[src/rtl/expo_pkg.sv]
package expo_pkg;

    typedef enum logic [2:0] {
        ST_WAIT,
        ST_IRIS,
        ST_LIMIT,
        ST_FIXED,
        ST_STOP
    } expo_state_t;

    // Mode pin pair to run state.
    function automatic expo_state_t mode_to_state(input logic [1:0] m);
        expo_state_t s;
        unique case (m)
            2'b00:   s = ST_IRIS;
            2'b01:   s = ST_LIMIT;
            2'b10:   s = ST_FIXED;
            default: s = ST_STOP;
        endcase
        return s;
    endfunction

    // Shutter divisor (1/D second) for a speed code.
    function automatic int unsigned speed_div(input int unsigned code,
                                              input int unsigned flick_div);
        int unsigned d;
        case (code)
            7:       d = flick_div;
            6:       d = 250;
            5:       d = 500;
            4:       d = 1000;
            3:       d = 2000;
            2:       d = 5000;
            1:       d = 10000;
            default: d = 100000;
        endcase
        return d;
    endfunction

    // Rounded line count for an exposure of 1/div second.
    function automatic int unsigned div_to_lines(input int unsigned line_hz,
                                                 input int unsigned div,
                                                 input int unsigned min_lines);
        int unsigned l;
        l = (line_hz + div / 2) / div;
        if (l < min_lines) l = min_lines;
        return l;
    endfunction

endpackage

[src/rtl/expo_mode_fsm.sv]
module expo_mode_fsm
    import expo_pkg::*;
(
    input  logic        clk,
    input  logic        rst_n,
    input  logic        field_stb,
    input  logic [1:0]  mode_sel,
    output expo_state_t state_q,
    output expo_state_t state_d,
    output logic        sub_en
);

    // Next-state logic.
    always_comb begin
        state_d = state_q;
        unique case (state_q)
            ST_WAIT:  if (field_stb) state_d = mode_to_state(mode_sel);
            ST_IRIS:  if (field_stb) state_d = mode_to_state(mode_sel);
            ST_LIMIT: if (field_stb) state_d = mode_to_state(mode_sel);
            ST_FIXED: if (field_stb) state_d = mode_to_state(mode_sel);
            ST_STOP:  if (field_stb) state_d = mode_to_state(mode_sel);
            default:  state_d = ST_WAIT;
        endcase
    end

    // State register.
    always_ff @(posedge clk) begin
        if (!rst_n) state_q <= ST_WAIT;
        else        state_q <= state_d;
    end

    // Outputs.
    always_comb begin
        unique case (state_q)
            ST_IRIS, ST_LIMIT, ST_FIXED: sub_en = 1'b1;
            default:                     sub_en = 1'b0;
        endcase
    end

    // the run state moves only on a field strobe.
    p_state_hold_r1: assert property (@(posedge clk) disable iff (!rst_n)
        !field_stb |=> $stable(state_q))
        else $error("state changed without field strobe");

endmodule

[src/rtl/expo_level.sv]
module expo_level
    import expo_pkg::*;
#(
    parameter int unsigned FIELD_EIA      = 262,
    parameter int unsigned FIELD_CCIR     = 312,
    parameter int unsigned LINE_HZ_EIA    = 15734,
    parameter int unsigned LINE_HZ_CCIR   = 15625,
    parameter int unsigned FLICK_DIV_EIA  = 100,
    parameter int unsigned FLICK_DIV_CCIR = 120,
    parameter int unsigned STEP           = 1,
    parameter int unsigned MIN_EXP        = 1,
    parameter int unsigned EXP_W          = 9
) (
    input  logic             clk,
    input  logic             rst_n,
    input  logic             field_stb,
    input  logic             std_sel,
    input  expo_state_t      state_q,
    input  expo_state_t      state_d,
    input  logic [2:0]       speed_code,
    input  logic             too_bright,
    input  logic             too_dark,
    output logic [EXP_W-1:0] exp_q
);

    localparam int unsigned FIELD_MAX = (FIELD_EIA > FIELD_CCIR) ? FIELD_EIA : FIELD_CCIR;
    localparam int unsigned N_STD     = 2;
    localparam int unsigned N_CODE    = 8;

    logic [EXP_W-1:0] fixed_tbl [N_STD][N_CODE];

    // Fixed-speed line counts, one table per standard.
    for (genvar s = 0; s < N_STD; s++) begin : g_std
        for (genvar c = 0; c < N_CODE; c++) begin : g_code
            assign fixed_tbl[s][c] = EXP_W'(div_to_lines(
                (s == 0) ? LINE_HZ_EIA : LINE_HZ_CCIR,
                speed_div(c, (s == 0) ? FLICK_DIV_EIA : FLICK_DIV_CCIR),
                MIN_EXP));
        end
    end

    logic [EXP_W-1:0] field_len;
    logic [EXP_W-1:0] flick_len;
    logic [EXP_W-1:0] cap;
    logic [EXP_W:0]   up_val;
    logic [EXP_W-1:0] stepped;
    logic [EXP_W-1:0] exp_d;

    assign field_len = std_sel ? EXP_W'(FIELD_CCIR) : EXP_W'(FIELD_EIA);
    assign flick_len = fixed_tbl[std_sel][N_CODE-1];
    assign up_val    = {1'b0, exp_q} + (EXP_W+1)'(STEP);

    always_comb begin
        cap     = (state_d == ST_LIMIT) ? flick_len : field_len;
        stepped = exp_q;
        if (too_bright && !too_dark) begin
            if (exp_q >= EXP_W'(MIN_EXP + STEP)) stepped = exp_q - EXP_W'(STEP);
            else                                 stepped = EXP_W'(MIN_EXP);
        end else if (too_dark && !too_bright) begin
            if (up_val <= {1'b0, cap}) stepped = up_val[EXP_W-1:0];
            else                       stepped = cap;
        end
        if (stepped > cap) stepped = cap;
    end

    always_comb begin
        exp_d = exp_q;
        if (field_stb) begin
            unique case (state_d)
                ST_IRIS, ST_LIMIT: exp_d = stepped;
                ST_FIXED:          exp_d = fixed_tbl[std_sel][speed_code];
                default:           exp_d = exp_q;
            endcase
        end
    end

    always_ff @(posedge clk) begin
        if (!rst_n) exp_q <= field_len;
        else        exp_q <= exp_d;
    end

    p_exp_hold_r3: assert property (@(posedge clk) disable iff (!rst_n)
        !field_stb |=> $stable(exp_q))
        else $error("exposure moved without field strobe");

    p_exp_range_r4: assert property (@(posedge clk) disable iff (!rst_n)
        (exp_q >= EXP_W'(MIN_EXP)) && (exp_q <= EXP_W'(FIELD_MAX)))
        else $error("exposure out of range");

    p_cap_r5: assert property (@(posedge clk) disable iff (!rst_n)
        (state_q == ST_LIMIT) |-> (exp_q <= flick_len))
        else $error("capped iris above flicker limit");

endmodule

[src/rtl/expo_sub_gen.sv]
module expo_sub_gen #(
    parameter int unsigned FIELD_EIA  = 262,
    parameter int unsigned FIELD_CCIR = 312,
    parameter int unsigned EXP_W      = 9
) (
    input  logic             clk,
    input  logic             rst_n,
    input  logic             line_stb,
    input  logic             field_stb,
    input  logic             std_sel,
    input  logic             sub_en,
    input  logic [EXP_W-1:0] exp_q,
    output logic             sub_pulse
);

    localparam logic [EXP_W-1:0] CNT_TOP = '1;

    logic [EXP_W-1:0] line_cnt;
    logic [EXP_W-1:0] field_len;
    logic [EXP_W-1:0] limit;

    assign field_len = std_sel ? EXP_W'(FIELD_CCIR) : EXP_W'(FIELD_EIA);
    assign limit     = (exp_q >= field_len) ? '0 : field_len - exp_q;

    // Line index within the field, saturating.
    always_ff @(posedge clk) begin
        if (!rst_n)                             line_cnt <= '0;
        else if (field_stb)                     line_cnt <= '0;
        else if (line_stb && line_cnt != CNT_TOP) line_cnt <= line_cnt + 1'b1;
    end

    always_ff @(posedge clk) begin
        if (!rst_n) sub_pulse <= 1'b0;
        else        sub_pulse <= line_stb && !field_stb && sub_en && (line_cnt < limit);
    end

    p_sub_after_line_r7: assert property (@(posedge clk) disable iff (!rst_n)
        sub_pulse |-> $past(line_stb))
        else $error("discharge pulse without line strobe");

    // Stopped and waiting states carry no pulse (R9 too).
    p_sub_gated_r8: assert property (@(posedge clk) disable iff (!rst_n)
        sub_pulse |-> $past(sub_en))
        else $error("discharge pulse while disabled");

endmodule

[src/rtl/expo_shutter_top.sv]
module expo_shutter_top
    import expo_pkg::*;
#(
    parameter int unsigned FIELD_EIA      = 262,
    parameter int unsigned FIELD_CCIR     = 312,
    parameter int unsigned LINE_HZ_EIA    = 15734,
    parameter int unsigned LINE_HZ_CCIR   = 15625,
    parameter int unsigned FLICK_DIV_EIA  = 100,
    parameter int unsigned FLICK_DIV_CCIR = 120,
    parameter int unsigned STEP           = 1,
    parameter int unsigned MIN_EXP        = 1,
    localparam int unsigned FIELD_MAX = (FIELD_EIA > FIELD_CCIR) ? FIELD_EIA : FIELD_CCIR,
    localparam int unsigned EXP_W     = $clog2(FIELD_MAX + 1)
) (
    input  logic             clk,
    input  logic             rst_n,
    input  logic             line_stb,
    input  logic             field_stb,
    input  logic             std_sel,
    input  logic [1:0]       mode_sel,
    input  logic [2:0]       speed_code,
    input  logic             too_bright,
    input  logic             too_dark,
    output logic             sub_pulse,
    output logic [EXP_W-1:0] exp_lines
);

    expo_state_t state_q;
    expo_state_t state_d;
    logic        sub_en;

    expo_mode_fsm u_fsm (
        .clk       (clk),
        .rst_n     (rst_n),
        .field_stb (field_stb),
        .mode_sel  (mode_sel),
        .state_q   (state_q),
        .state_d   (state_d),
        .sub_en    (sub_en)
    );

    expo_level #(
        .FIELD_EIA      (FIELD_EIA),
        .FIELD_CCIR     (FIELD_CCIR),
        .LINE_HZ_EIA    (LINE_HZ_EIA),
        .LINE_HZ_CCIR   (LINE_HZ_CCIR),
        .FLICK_DIV_EIA  (FLICK_DIV_EIA),
        .FLICK_DIV_CCIR (FLICK_DIV_CCIR),
        .STEP           (STEP),
        .MIN_EXP        (MIN_EXP),
        .EXP_W          (EXP_W)
    ) u_level (
        .clk        (clk),
        .rst_n      (rst_n),
        .field_stb  (field_stb),
        .std_sel    (std_sel),
        .state_q    (state_q),
        .state_d    (state_d),
        .speed_code (speed_code),
        .too_bright (too_bright),
        .too_dark   (too_dark),
        .exp_q      (exp_lines)
    );

    expo_sub_gen #(
        .FIELD_EIA  (FIELD_EIA),
        .FIELD_CCIR (FIELD_CCIR),
        .EXP_W      (EXP_W)
    ) u_sub (
        .clk       (clk),
        .rst_n     (rst_n),
        .line_stb  (line_stb),
        .field_stb (field_stb),
        .std_sel   (std_sel),
        .sub_en    (sub_en),
        .exp_q     (exp_lines),
        .sub_pulse (sub_pulse)
    );

    // a stopped field leaves the exposure untouched.
    p_stop_hold_r8: assert property (@(posedge clk) disable iff (!rst_n)
        (field_stb && mode_sel == 2'b11) |=> $stable(exp_lines))
        else $error("exposure moved on entering stop");

endmodule

[config.mk]
export PLATFORM = sky130hd
export DESIGN_NAME = expo_shutter_top
export DESIGN_NICKNAME = d
export VERILOG_FILES = /design/src/rtl/expo_pkg.sv /design/src/rtl/expo_mode_fsm.sv /design/src/rtl/expo_level.sv /design/src/rtl/expo_sub_gen.sv /design/src/rtl/expo_shutter_top.sv
export SDC_FILE = /design/constraint.sdc
export NUM_CORES = 1
export LEC_CHECK = 0
export ABC_AREA = 1
export BUFFER_PORTS_ARGS = -buffer_cell sky130_fd_sc_hd__buf_2
export CAP_MARGIN = 25
export CORE_MARGIN = 2
export CORE_UTILIZATION = 60
export CTS_BUF_LIST = sky130_fd_sc_hd__clkbuf_2
export DETAILED_ROUTE_END_ITERATION = 6
export PLACE_DENSITY = 0.8
export SLEW_MARGIN = 25
export SYNTH_ARGS = -nofsm -noshare
export SYNTH_HDL_FRONTEND = slang
export SYNTH_SLANG_ARGS = --single-unit
[constraint.sdc]
create_clock -name clk -period 4.9 [get_ports clk]
set_input_delay 0.49 -clock clk [delete_from_list [all_inputs] [get_ports clk]]
set_output_delay 0.49 -clock clk [all_outputs]
set_load 0.1 [all_outputs]
==> impl_metrics.tcl <==
set metrics [dict create \
    outcome "finished, final reports clean" \
    ios 22 \
    grt_overflow 0 \
    sort_of_element_at_the_start_of_the_critical_path "flip-flop" \
    first_global_vias 2722 \
    fmaxAchievable_ghz 0.219 \
    criticalPathCategory "reg2reg" \
    dieArea_um2 5450 \
    tritoncts "yes" \
    pre_cts_ws_ns -0.0116 \
    layout_commonest_cell "nand2_1" \
    ant_nets 0 \
    mean_routed_wirelength_per_cell_um 13.8 \
    postLayoutSetupSlackWorst_ns 0.340 \
    detailedPlacementHpwl_um 6110 \
    most-common-layout-cells "nand2_1 (101), inv_1 (60), nor2_1 (45), ha_1 (42), a21oi_1 (30)" \
    drv_cap 0 \
    pd_cells_nw_per_um2 341 \
    timing_hold_violations_final 0 \
    totalNegativeSetupSlack_ns 0 \
    hold_start "line_stb" \
    worstSkewPairLatency_ns 0.34 \
    grt.total_usage 0.281 \
    post-cts-setup-buffers 0 \
    yosysSeqAreaShare 0.181 \
    clk_path_buf_depth 2 \
    clk_pin_slew_ns 0.21 \
    synth_area_leaders "ha_1 (18%), nand2_1 (13%), edfxtp_1 (9.2%), dfxtp_1 (8.9%), inv_1 (7.7%)" \
    synth-edff-count 9 \
    finalClockSkew_ns 0.0123 \
    numClockSinks 22 \
    post_route_cells_drive_above_1_share 0.140 \
    post-synth-top-area-fraction 0.179 \
    finalMaxSlewViolations 0 \
    critical_path.endpoint "u_level.exp_q[1]" \
    multiInputGateArea_um2 2130 \
    area.sequential_um2 531 \
    clock-root-buffer "clkbuf_2" \
    tightest_slew_ns 0.558 \
    syn_area_um2 2930 \
    area_growth_syn_to_layout_pct 8.21 \
    setup_viol_count_final 0 \
    synthesis.area_per_instance_um2 6.75 \
    antenna_violations_before_repair 0 \
    number_of_standard_cells_after_synthesis 434 \
    cell_type_with_the_largest_total_area_after_synthesis "ha_1" \
    async_flop_share 0 \
    worst_hold_slack_ns 0.483 \
    cp_data_arrival_time_ns 4.68 \
    place.port_buffers 21 \
    worst_path_most_repeated_cell "nand2_1" \
    layoutNonFillerInstCount 531 \
    yosysWarningCount 0 \
    timing.critical_path.required_ns 5.02 \
    layout_worst_path_cycle_share 0.931 \
    num_antenna_cells 0 \
    core_area_um2 4720 \
    ff2ff_path_depth 32 \
    rrSetupSlack_ns 0.34 \
    globalplace.congestion 0.986 \
    wire_length_of_the_first_global_routing_pass_um 12100 \
    avgViaCountPerCell 5.62 \
    critPathMaxFanout 9 \
    netlist-cell-type-count 46 \
    timing.rr.end "u_level.exp_q[1]" \
    route.final.wire_length_um 7320 \
    floorplan.initialDensity 0.620 \
    layout.filler_cells 461 \
    die_h_um 73.9 \
    power_leakage_uw 0.00163 \
    worst_rel_slew_slack 0.624 \
    std_cell_rows 25 \
    min_period_ns 4.56 \
    grt_max_degree 13 \
    vias 2985 \
    synth.ff_latch_count 22 \
    placed_cells 527 \
    grt_setup_unrepaired "no" \
    hold_removal_path_class "in2reg" \
    max_h_tree_level 1 \
    drt_pass1_iterations 5 \
    synth_fp_nets 489 \
    power.ir.vdd_worst_uv 259 \
    number_of_remaining_drc_errors 0 \
    die_w_um 73.9 \
    cts_made_buffers 3 \
    dominant_synthesized_flop_cell "dfxtp_1" \
    hold_buffers 0 \
    timing.rr.start "u_fsm.state_q[0]" \
    nets 520 \
    critPathCaptureType "flip-flop" \
    setup.worst_path.start "u_fsm.state_q[0]" \
    post_cts.resized_instances 0 \
    utilization 0.671 \
    cpPeakStageDelay_ns 0.37 \
    drt-initial-drc-count 222 \
    cp_slowest_cell "dfxtp_1" \
]
report_power, final:
group          internal (uW)  switching (uW)  leakage, uW  total, uW
Clock                   18.2            55.9    0.0000167       74.1
Combinational            237             511      0.00142        747
Sequential               217            41.5     0.000194        258
Total                    472             608      0.00163       1080
synthesized netlist by cell type, drive strengths merged (3+ instances only):
| master | instances |
|---|---|
| a21oi | 31 |
| dfxtp | 13 |
| edfxtp | 9 |
| ha | 42 |
| inv | 62 |
| nand2 | 110 |
| nand3 | 32 |
| nand3b | 3 |
| nand4 | 8 |
| nor2 | 49 |
| nor3 | 7 |
| o211ai | 4 |
| o21ai | 24 |
| o31ai | 3 |
| or2 | 3 |
| xor2 | 9 |
through the flow:
step	power, uW	area [um2]
detailed placement	997	3150
finish	1080	3170
global route	1170	3170
floorplan	838	2930
global placement	981	3150
CTS	1070	3170
logic make-up (layout without fill, tap and decap cells):
group                    Yosys count  after routing  synth area share
AND/OR/NAND/NOR                  218            218             0.360
AO/OA/AOI/OAI                     74             74             0.150
buffers and inverters             67             97            0.0932
adder cells (fa/ha/maj)           43             43             0.186
flip-flops                        22             22             0.181
XOR/XNOR                          10             10            0.0299
per-layer routing:
| layer | wire, um | global-route usage | share of wire | vias to the layer above |
|---|---|---|---|---|
| met1 | 3540 | 0.417 | 0.48 | 1353 |
| met3 | 465 | 0.0178 | 0.064 | 5 |
| met5 | 0 | 0 | 0 | - |
| li1 | - | - | - | 1517 |
| met4 | 41 | 0.0424 | 0.0056 | 0 |
| met2 | 3270 | 0.455 | 0.45 | 110 |
critical path: cells and delay by family (launching register included):
family | cells | cell delay, ns
AO/OA/AOI/OAI | 4 | 0.68
buffers and inverters | 3 | 0.28
adder cells (fa/ha/maj) | 3 | 0.76
flip-flops | 1 | 0.37
AND/OR/NAND/NOR | 22 | 2.23
state kept, by name, indices dropped and copies added (netlist names):
register         flops
u_level.exp_q        9
u_sub.line_cnt       9
u_fsm.state_q        3
u_sub.sub_pulse      1
worst min path at each step:
| stage | cells after the start | endpoint |
|---|---|---|
| global route | 2 | u_level.exp_q[8] |
| detailed placement | 2 | u_sub.line_cnt[8] |
| floorplan | 2 | u_sub.line_cnt[8] |
| global placement | 2 | u_sub.line_cnt[8] |
| finish | 5 | u_sub.sub_pulse |
| CTS | 2 | u_level.exp_q[8] |
layout make-up:
class	count	share of cell area
multi-input cells	345	0.671
clock buffers	3	0.00474
flip-flops and latches	22	0.167
inverters	64	0.0766
well taps	67	0.0265
clock inverters	1	0.00118
repair buffers	29	0.0521
Note: power is estimated with default switching activity, not from simulation.
